$ cat src/rtl/dtc_pkg.sv
package dtc_pkg;

  typedef enum logic [1:0] {
    CLS_CONST  = 2'b00,
    CLS_PACKED = 2'b01,
    CLS_RAW    = 2'b10
  } tileClass_e;

  // strobes from control to datapath
  typedef struct packed {
    logic capture;      // a sample is accepted this cycle
    logic firstSample;  // the accepted sample opens a new tile
    logic emitting;     // tile is being streamed out
  } dpCtrl_t;

endpackage

$ cat src/rtl/dtc_ctrl.sv
module dtc_ctrl
  import dtc_pkg::*;
#(
  parameter int NUM_SAMPLES = 64,
  parameter int PACK_WORDS  = 8,
  parameter int CNTW        = 6,
  parameter int IDXW        = 7
) (
  input  logic            clk,
  input  logic            rst,
  input  logic            inValid,
  input  logic            outReady,
  input  tileClass_e      tileClass,
  output logic            inReady,
  output logic            outValid,
  output logic            outLast,
  output logic [CNTW-1:0] sampleIdx,
  output logic [IDXW-1:0] wordIdx,
  output dpCtrl_t         strobes
);

  typedef enum logic {ST_COLLECT, ST_EMIT} state_e;

  localparam logic [CNTW-1:0] LAST_SAMPLE = CNTW'(NUM_SAMPLES - 1);
  localparam logic [IDXW-1:0] LAST_CONST  = IDXW'(1);
  localparam logic [IDXW-1:0] LAST_PACKED = IDXW'(1 + PACK_WORDS);
  localparam logic [IDXW-1:0] LAST_RAW    = IDXW'(NUM_SAMPLES);

  state_e          state;
  logic [CNTW-1:0] sampleCnt;
  logic [IDXW-1:0] wordCnt;
  logic [IDXW-1:0] lastIdx;

  always_comb begin
    case (tileClass)
      CLS_CONST:  lastIdx = LAST_CONST;
      CLS_PACKED: lastIdx = LAST_PACKED;
      default:    lastIdx = LAST_RAW;
    endcase
  end

  assign inReady   = (state == ST_COLLECT);
  assign outValid  = (state == ST_EMIT);
  assign outLast   = outValid && (wordCnt == lastIdx);
  assign sampleIdx = sampleCnt;
  assign wordIdx   = wordCnt;

  always_comb begin
    strobes.capture     = inValid && inReady;
    strobes.firstSample = (sampleCnt == '0);
    strobes.emitting    = outValid;
  end

  always_ff @(posedge clk) begin
    if (rst) begin
      state     <= ST_COLLECT;
      sampleCnt <= '0;
      wordCnt   <= '0;
    end else begin
      case (state)
        ST_COLLECT: begin
          if (strobes.capture) begin
            if (sampleCnt == LAST_SAMPLE) begin
              sampleCnt <= '0;
              wordCnt   <= '0;
              state     <= ST_EMIT;
            end else begin
              sampleCnt <= sampleCnt + 1'b1;
            end
          end
        end
        default: begin
          if (outReady) begin
            if (outLast) begin
              wordCnt <= '0;
              state   <= ST_COLLECT;
            end else begin
              wordCnt <= wordCnt + 1'b1;
            end
          end
        end
      endcase
    end
  end

endmodule

$ cat src/rtl/dtc_datapath.sv
module dtc_datapath
  import dtc_pkg::*;
#(
  parameter int SAMPLE_W      = 32,
  parameter int OFFSET_W      = 4,
  parameter int NUM_SAMPLES   = 64,
  parameter int PACK_PER_WORD = 8,
  parameter int CNTW          = 6,
  parameter int IDXW          = 7
) (
  input  logic                clk,
  input  logic                rst,
  input  dpCtrl_t             strobes,
  input  logic [CNTW-1:0]     sampleIdx,
  input  logic [IDXW-1:0]     wordIdx,
  input  logic [SAMPLE_W-1:0] inData,
  output tileClass_e          tileClass,
  output logic [SAMPLE_W-1:0] outData,
  output logic [SAMPLE_W-1:0] minVal,
  output logic [SAMPLE_W-1:0] maxVal
);

  localparam logic [SAMPLE_W-1:0] PACK_LIMIT = SAMPLE_W'(1) << OFFSET_W;

  logic [SAMPLE_W-1:0] sampleMem [NUM_SAMPLES];
  logic [SAMPLE_W-1:0] minReg, maxReg;
  logic [SAMPLE_W-1:0] rangeVal;
  logic [SAMPLE_W-1:0] headerWord, rawWord, packWord;
  logic [CNTW-1:0]     packBase;

  // tile buffer
  always_ff @(posedge clk) begin
    if (strobes.capture) sampleMem[sampleIdx] <= inData;
  end

  // running bounds, reopened by the first sample of each tile
  always_ff @(posedge clk) begin
    if (rst) begin
      minReg <= '0;
      maxReg <= '0;
    end else if (strobes.capture) begin
      if (strobes.firstSample) begin
        minReg <= inData;
        maxReg <= inData;
      end else begin
        if (inData < minReg) minReg <= inData;
        if (inData > maxReg) maxReg <= inData;
      end
    end
  end

  assign rangeVal = maxReg - minReg;

  always_comb begin
    if (rangeVal == '0)             tileClass = CLS_CONST;
    else if (rangeVal < PACK_LIMIT) tileClass = CLS_PACKED;
    else                            tileClass = CLS_RAW;
  end

  assign headerWord = {{(SAMPLE_W-2){1'b0}}, tileClass};
  assign rawWord    = sampleMem[CNTW'(int'(wordIdx) - 1)];
  assign packBase   = CNTW'((int'(wordIdx) - 2) * PACK_PER_WORD);

  // offsets only need the low bits of the difference
  always_comb begin
    packWord = '0;
    for (int k = 0; k < PACK_PER_WORD; k++) begin
      packWord[k*OFFSET_W +: OFFSET_W] =
        sampleMem[CNTW'(int'(packBase) + k)][OFFSET_W-1:0] - minReg[OFFSET_W-1:0];
    end
  end

  always_comb begin
    if (wordIdx == '0)              outData = headerWord;
    else if (tileClass == CLS_RAW)  outData = rawWord;
    else if (wordIdx == IDXW'(1))   outData = minReg;
    else                            outData = packWord;
  end

  assign minVal = minReg;
  assign maxVal = maxReg;

endmodule

$ cat src/rtl/depth_tile_compressor.sv
module depth_tile_compressor
  import dtc_pkg::*;
#(
  parameter int TILE_DIM = 8,
  parameter int SAMPLE_W = 32,
  parameter int OFFSET_W = 4
) (
  input  logic                clk,
  input  logic                rst,
  input  logic                inValid,
  output logic                inReady,
  input  logic [SAMPLE_W-1:0] inData,
  output logic                outValid,
  input  logic                outReady,
  output logic [SAMPLE_W-1:0] outData,
  output logic                outLast,
  output logic                bndValid,
  output logic [SAMPLE_W-1:0] tileMin,
  output logic [SAMPLE_W-1:0] tileMax
);

  localparam int NUM_SAMPLES   = TILE_DIM * TILE_DIM;
  localparam int PACK_PER_WORD = SAMPLE_W / OFFSET_W;
  localparam int PACK_WORDS    = NUM_SAMPLES / PACK_PER_WORD;
  localparam int CNTW          = $clog2(NUM_SAMPLES);
  localparam int IDXW          = $clog2(NUM_SAMPLES + 1);

  dpCtrl_t         strobes;
  tileClass_e      tileClass;
  logic [CNTW-1:0] sampleIdx;
  logic [IDXW-1:0] wordIdx;

  dtc_ctrl #(
    .NUM_SAMPLES(NUM_SAMPLES), .PACK_WORDS(PACK_WORDS),
    .CNTW(CNTW), .IDXW(IDXW)
  ) u_ctrl (
    .clk(clk), .rst(rst), .inValid(inValid), .outReady(outReady),
    .tileClass(tileClass), .inReady(inReady), .outValid(outValid),
    .outLast(outLast), .sampleIdx(sampleIdx), .wordIdx(wordIdx),
    .strobes(strobes)
  );

  dtc_datapath #(
    .SAMPLE_W(SAMPLE_W), .OFFSET_W(OFFSET_W), .NUM_SAMPLES(NUM_SAMPLES),
    .PACK_PER_WORD(PACK_PER_WORD), .CNTW(CNTW), .IDXW(IDXW)
  ) u_dp (
    .clk(clk), .rst(rst), .strobes(strobes), .sampleIdx(sampleIdx),
    .wordIdx(wordIdx), .inData(inData), .tileClass(tileClass),
    .outData(outData), .minVal(tileMin), .maxVal(tileMax)
  );

  assign bndValid = strobes.emitting;

endmodule

$ cat config.mk
export PLATFORM = sky130hd
export DESIGN_NAME = depth_tile_compressor
export DESIGN_NICKNAME = d
export VERILOG_FILES = /design/src/rtl/dtc_pkg.sv /design/src/rtl/dtc_ctrl.sv /design/src/rtl/dtc_datapath.sv /design/src/rtl/depth_tile_compressor.sv
export SDC_FILE = /design/constraint.sdc
export NUM_CORES = 2
export LEC_CHECK = 0
export ABC_AREA = 1
export BUFFER_PORTS_ARGS = -buffer_cell sky130_fd_sc_hd__buf_2
export CORE_UTILIZATION = 55
export DETAILED_ROUTE_END_ITERATION = 10
export PLACE_DENSITY = 0.71
export SLEW_MARGIN = 20
export SYNTH_ARGS = -nofsm -noshare
export SYNTH_HDL_FRONTEND = slang
export SYNTH_SLANG_ARGS = --single-unit
export TNS_END_PERCENT = 100
$ cat constraint.sdc
create_clock -name clk -period 5.9 [get_ports clk]
set_input_delay 1.18 -clock clk [delete_from_list [all_inputs] [get_ports clk]]
set_output_delay 1.18 -clock clk [all_outputs]
set_load 0.01 [all_outputs]
==> impl_results.md <==
- Mapped Cells: 7597
- # H-tree levels: 4
- I/O pin count: 136
- DRT Wirelength: 297.5 mm
- Max-cap violation count: 0
- Clock Latency Late Sink: 0.87 ns
- Worst-path maximum fanout: 102
- Detail-routed via count per cell: 6.525
- Final ANT Viol Nets: 0
- Peak VDD IR: 380.9 uV
- Cell internal pwr: 24.60 mW
- WL/cell: 29.59 um
- Total grt overflow: 0
- CTS tree: built
- Horiz. Die Dim: 408.6 um
- Sw frac: 0.2269
- Vias post-DR: 65610
- CP arrival: 4.79 ns
- Port Buf Inserts: 135
- DRC Markers: 0
- Chip height: 408.6 um
- Synth top area cells: edfxtp_1, o21ai_0, nand2_1
- CTS Sinks: 2126
- Core ar.: 163500 sq um
- Pins Over Slew Limit: 0
- Clk root buf: clkbuf_16
- Max Clock Skew: 0.04537 ns
- Avg Inst Size Synth: 11.97 sq um
- Most frequent cells after synthesis: edfxtp_1, nand2_1, nor2_1
- Crit path capture type: primary output
- EDFF count, synth: 2048
- Gr usage total: 0.3497
- Finished Layout Cells: 10060
- Worst R2R Start: u_ctrl.outValid
- Largest net degree at the start of global routing: 210
- Layout area overhead: 13.05%
- Switching power: 7.219 mW
- Final Critical Period: 5.966 ns
- Post-synth top area cell: edfxtp_1
- Pleak: 35.17 nW
- Pwr Density: 309.6 nW/um^2
- Async S/R FF share, synth: 0
- Gate power share: 0.060
- RR Endpoint: u_dp.sampleMem[43][7]
- Reg2Reg Depth: 6
- TritonCTS Buffers: 206
- Ys flop type: edfxtp_1
- Worst-Margin Slew: 1.181 ns
- Yosys reg bits: 2126
- Sequential share of the synthesized area: 0.6935
- Initial Util: 0.5561
- Initial antenna violation count: 14
- Final setup viols: 5
- Final nets: 7875
- CP Data Required Time: 4.72 ns
- Vias in the first global route: 61290
- Yosys Warn Count: 0
- Sum Neg Setup Slack: -0.1705 ns
- Critical path class: register to primary output
- Clock Power Share: 0.416
- Die area: 167000 sq um
- Beginning of the critical path: u_ctrl.wordIdx[0]
- Fin crit share: 1.011
- PnR worst setup slack: -0.06642 ns
- Hold buffers post-CTS: 0
- R2R Setup Slk: 2.04 ns
- Unrepaired setup endpoints after global routing: yes
- Hold WC Path Type: register to register
- Cell Area, Synth: 90930 sq um
- Post-DP HPWL: 178.4 mm
- Seq pwr share: 0.524
- CP Launch Type: register
- Cell depth of the worst hold path: 2
- Status: finished, violations left
- Hold_sp: u_dp.maxVal[13]
- Number of iterations in the first detailed-routing pass: 6
- Ratio of cells with drive above 1 in the final layout: 0.1264
- Row count: 148
- Violated checks: setup timing
- Most frequent cell after synthesis: edfxtp_1
- Routability Congestion: 1.038
- Worst setup path endpoint: outData[7]
- Post-synth top area share: 0.6764
- DRT iter0 DRCs: 10470
- Slew headroom: 0.2103
- Inst Count DP: 9649
- Fmax achieved: 0.1676 GHz
- Global-route wire length before repair: 423.1 mm
- Clk pin slew, worst setup/hold paths: 0.06 ns
- Final-report hold violation count: 0
- Bufs on Longest Clock Path: 3
- Synth cell types: 60
- Syn Nets: 7769
[final cells by class]
type / instances / area (sq um)
diodes: 1 / 2.502
fillers: 12220 / 60720
flip-flops and latches: 2126 / 63070
multi-input cells: 4674 / 25530
well taps: 2175 / 2721
clock inverters: 129 / 1325
repair inverters: 2 / 17.52
clock buffers: 256 / 5428
inverters: 284 / 1132
repair buffers: 409 / 3565
[cell usage in the layout (no fill, tap or decap), types with 54 or more instances in the layout]
cell / n
edfxtp_1: 2048
nor2_4: 66
nand3_1: 524
a21oi_1: 271
o221ai_1: 298
clkbuf_16: 211
o21ai_0: 848
nor2_1: 813
ha_1: 123
buf_2: 135
or2_2: 54
a31oi_1: 61
dfxtp_1: 74
inv_1: 257
nor3_1: 118
nand2_1: 1038
buf_4: 203
o211ai_1: 117
[what timing repair did]
| item | 4_1_cts | 5_1_grt |
|---|---|---|
| endpoints found under the setup margin | 30 | 26 |
| resized for setup | 50 | 38 |
| buffers inserted | 10 | 6 |
| gates cloned | 2 | 3 |
| pin swaps | 3 | 4 |
[stage by stage]
step | power, mW | instance area, sq um | setup WS [ns] | util | hold WS [ns]
floorplan | 18.03 | 90930 | 0.7194 | - | 0.4822
detailed placement | 18.88 | 95390 | 0.3609 | 0.5834 | 0.4861
global placement | 18.88 | 95390 | -0.1096 | 0.5834 | 0.4895
finish | 31.82 | 102800 | -0.06642 | 0.6286 | 0.4934
global route | 32.60 | 102800 | -0.07735 | 0.6286 | 0.5163
CTS | 31.82 | 102500 | -0.04463 | 0.6272 | 0.4955
[how the worst min path moves through the flow]
stage	slack, ns	to
floorplan	0.48	u_ctrl.wordIdx[6]
finish	0.49	u_dp.maxVal[13]
global route	0.52	u_dp.maxVal[18]
CTS	0.50	u_dp.maxVal[18]
global placement	0.49	u_dp.maxVal[0]
detailed placement	0.49	u_dp.maxVal[18]
[power by group through the flow]
stage	logic, mW	registers, mW	clock network [mW]
6_report	1.91	16.7	13.2
5_1_grt	2.09	16.7	13.8
4_1_cts	1.89	16.7	13.3
3_5_place_dp	1.88	17.0	0
3_3_place_gp	1.88	17.0	0
2_1_floorplan	1.01	17.0	0
[critical path, cell delays in order (launching register included)]
cell	delay, ns
dfxtp_4	0.37
inv_8	0.24
ha_4	0.32
inv_16	0.17
buf_12	0.30
o21ai_0	0.12
o221a_2	0.28
o311ai_0	0.65
nand3_1	0.42
a31oi_2	0.47
buf_2	0.21
[kinds of logic (layout without fill, tap and decap cells)]
group	count (synthesis)	count (layout)	synth area share
AND/OR/NAND/NOR	2706	2706	0.1253
flip-flops	2126	2126	0.6935
AO/OA/AOI/OAI	1799	1799	0.1236
buffers and inverters	797	1080	0.03466
adder cells (fa/ha/maj)	136	136	0.01946
XOR/XNOR	33	33	0.003426
other	0	1	0
[state kept, by name, indices dropped and copies added (netlist names)]
name              count
u_dp.sampleMem     2048
u_dp.maxVal          32
u_dp.minVal          32
u_ctrl.wordIdx        7
u_ctrl.sampleIdx      6
u_ctrl.outValid       1
[per-layer routing]
layer	track usage	vias to the layer above	routed length (um)
met2	0.5198	4384	132700
met4	0.1919	4	17620
li1	-	28350	-
met1	0.4828	32170	112300
met3	0.07324	711	34750
met5	0.007759	-	199
No activity file was read; power rests on OpenSTA's default activity.
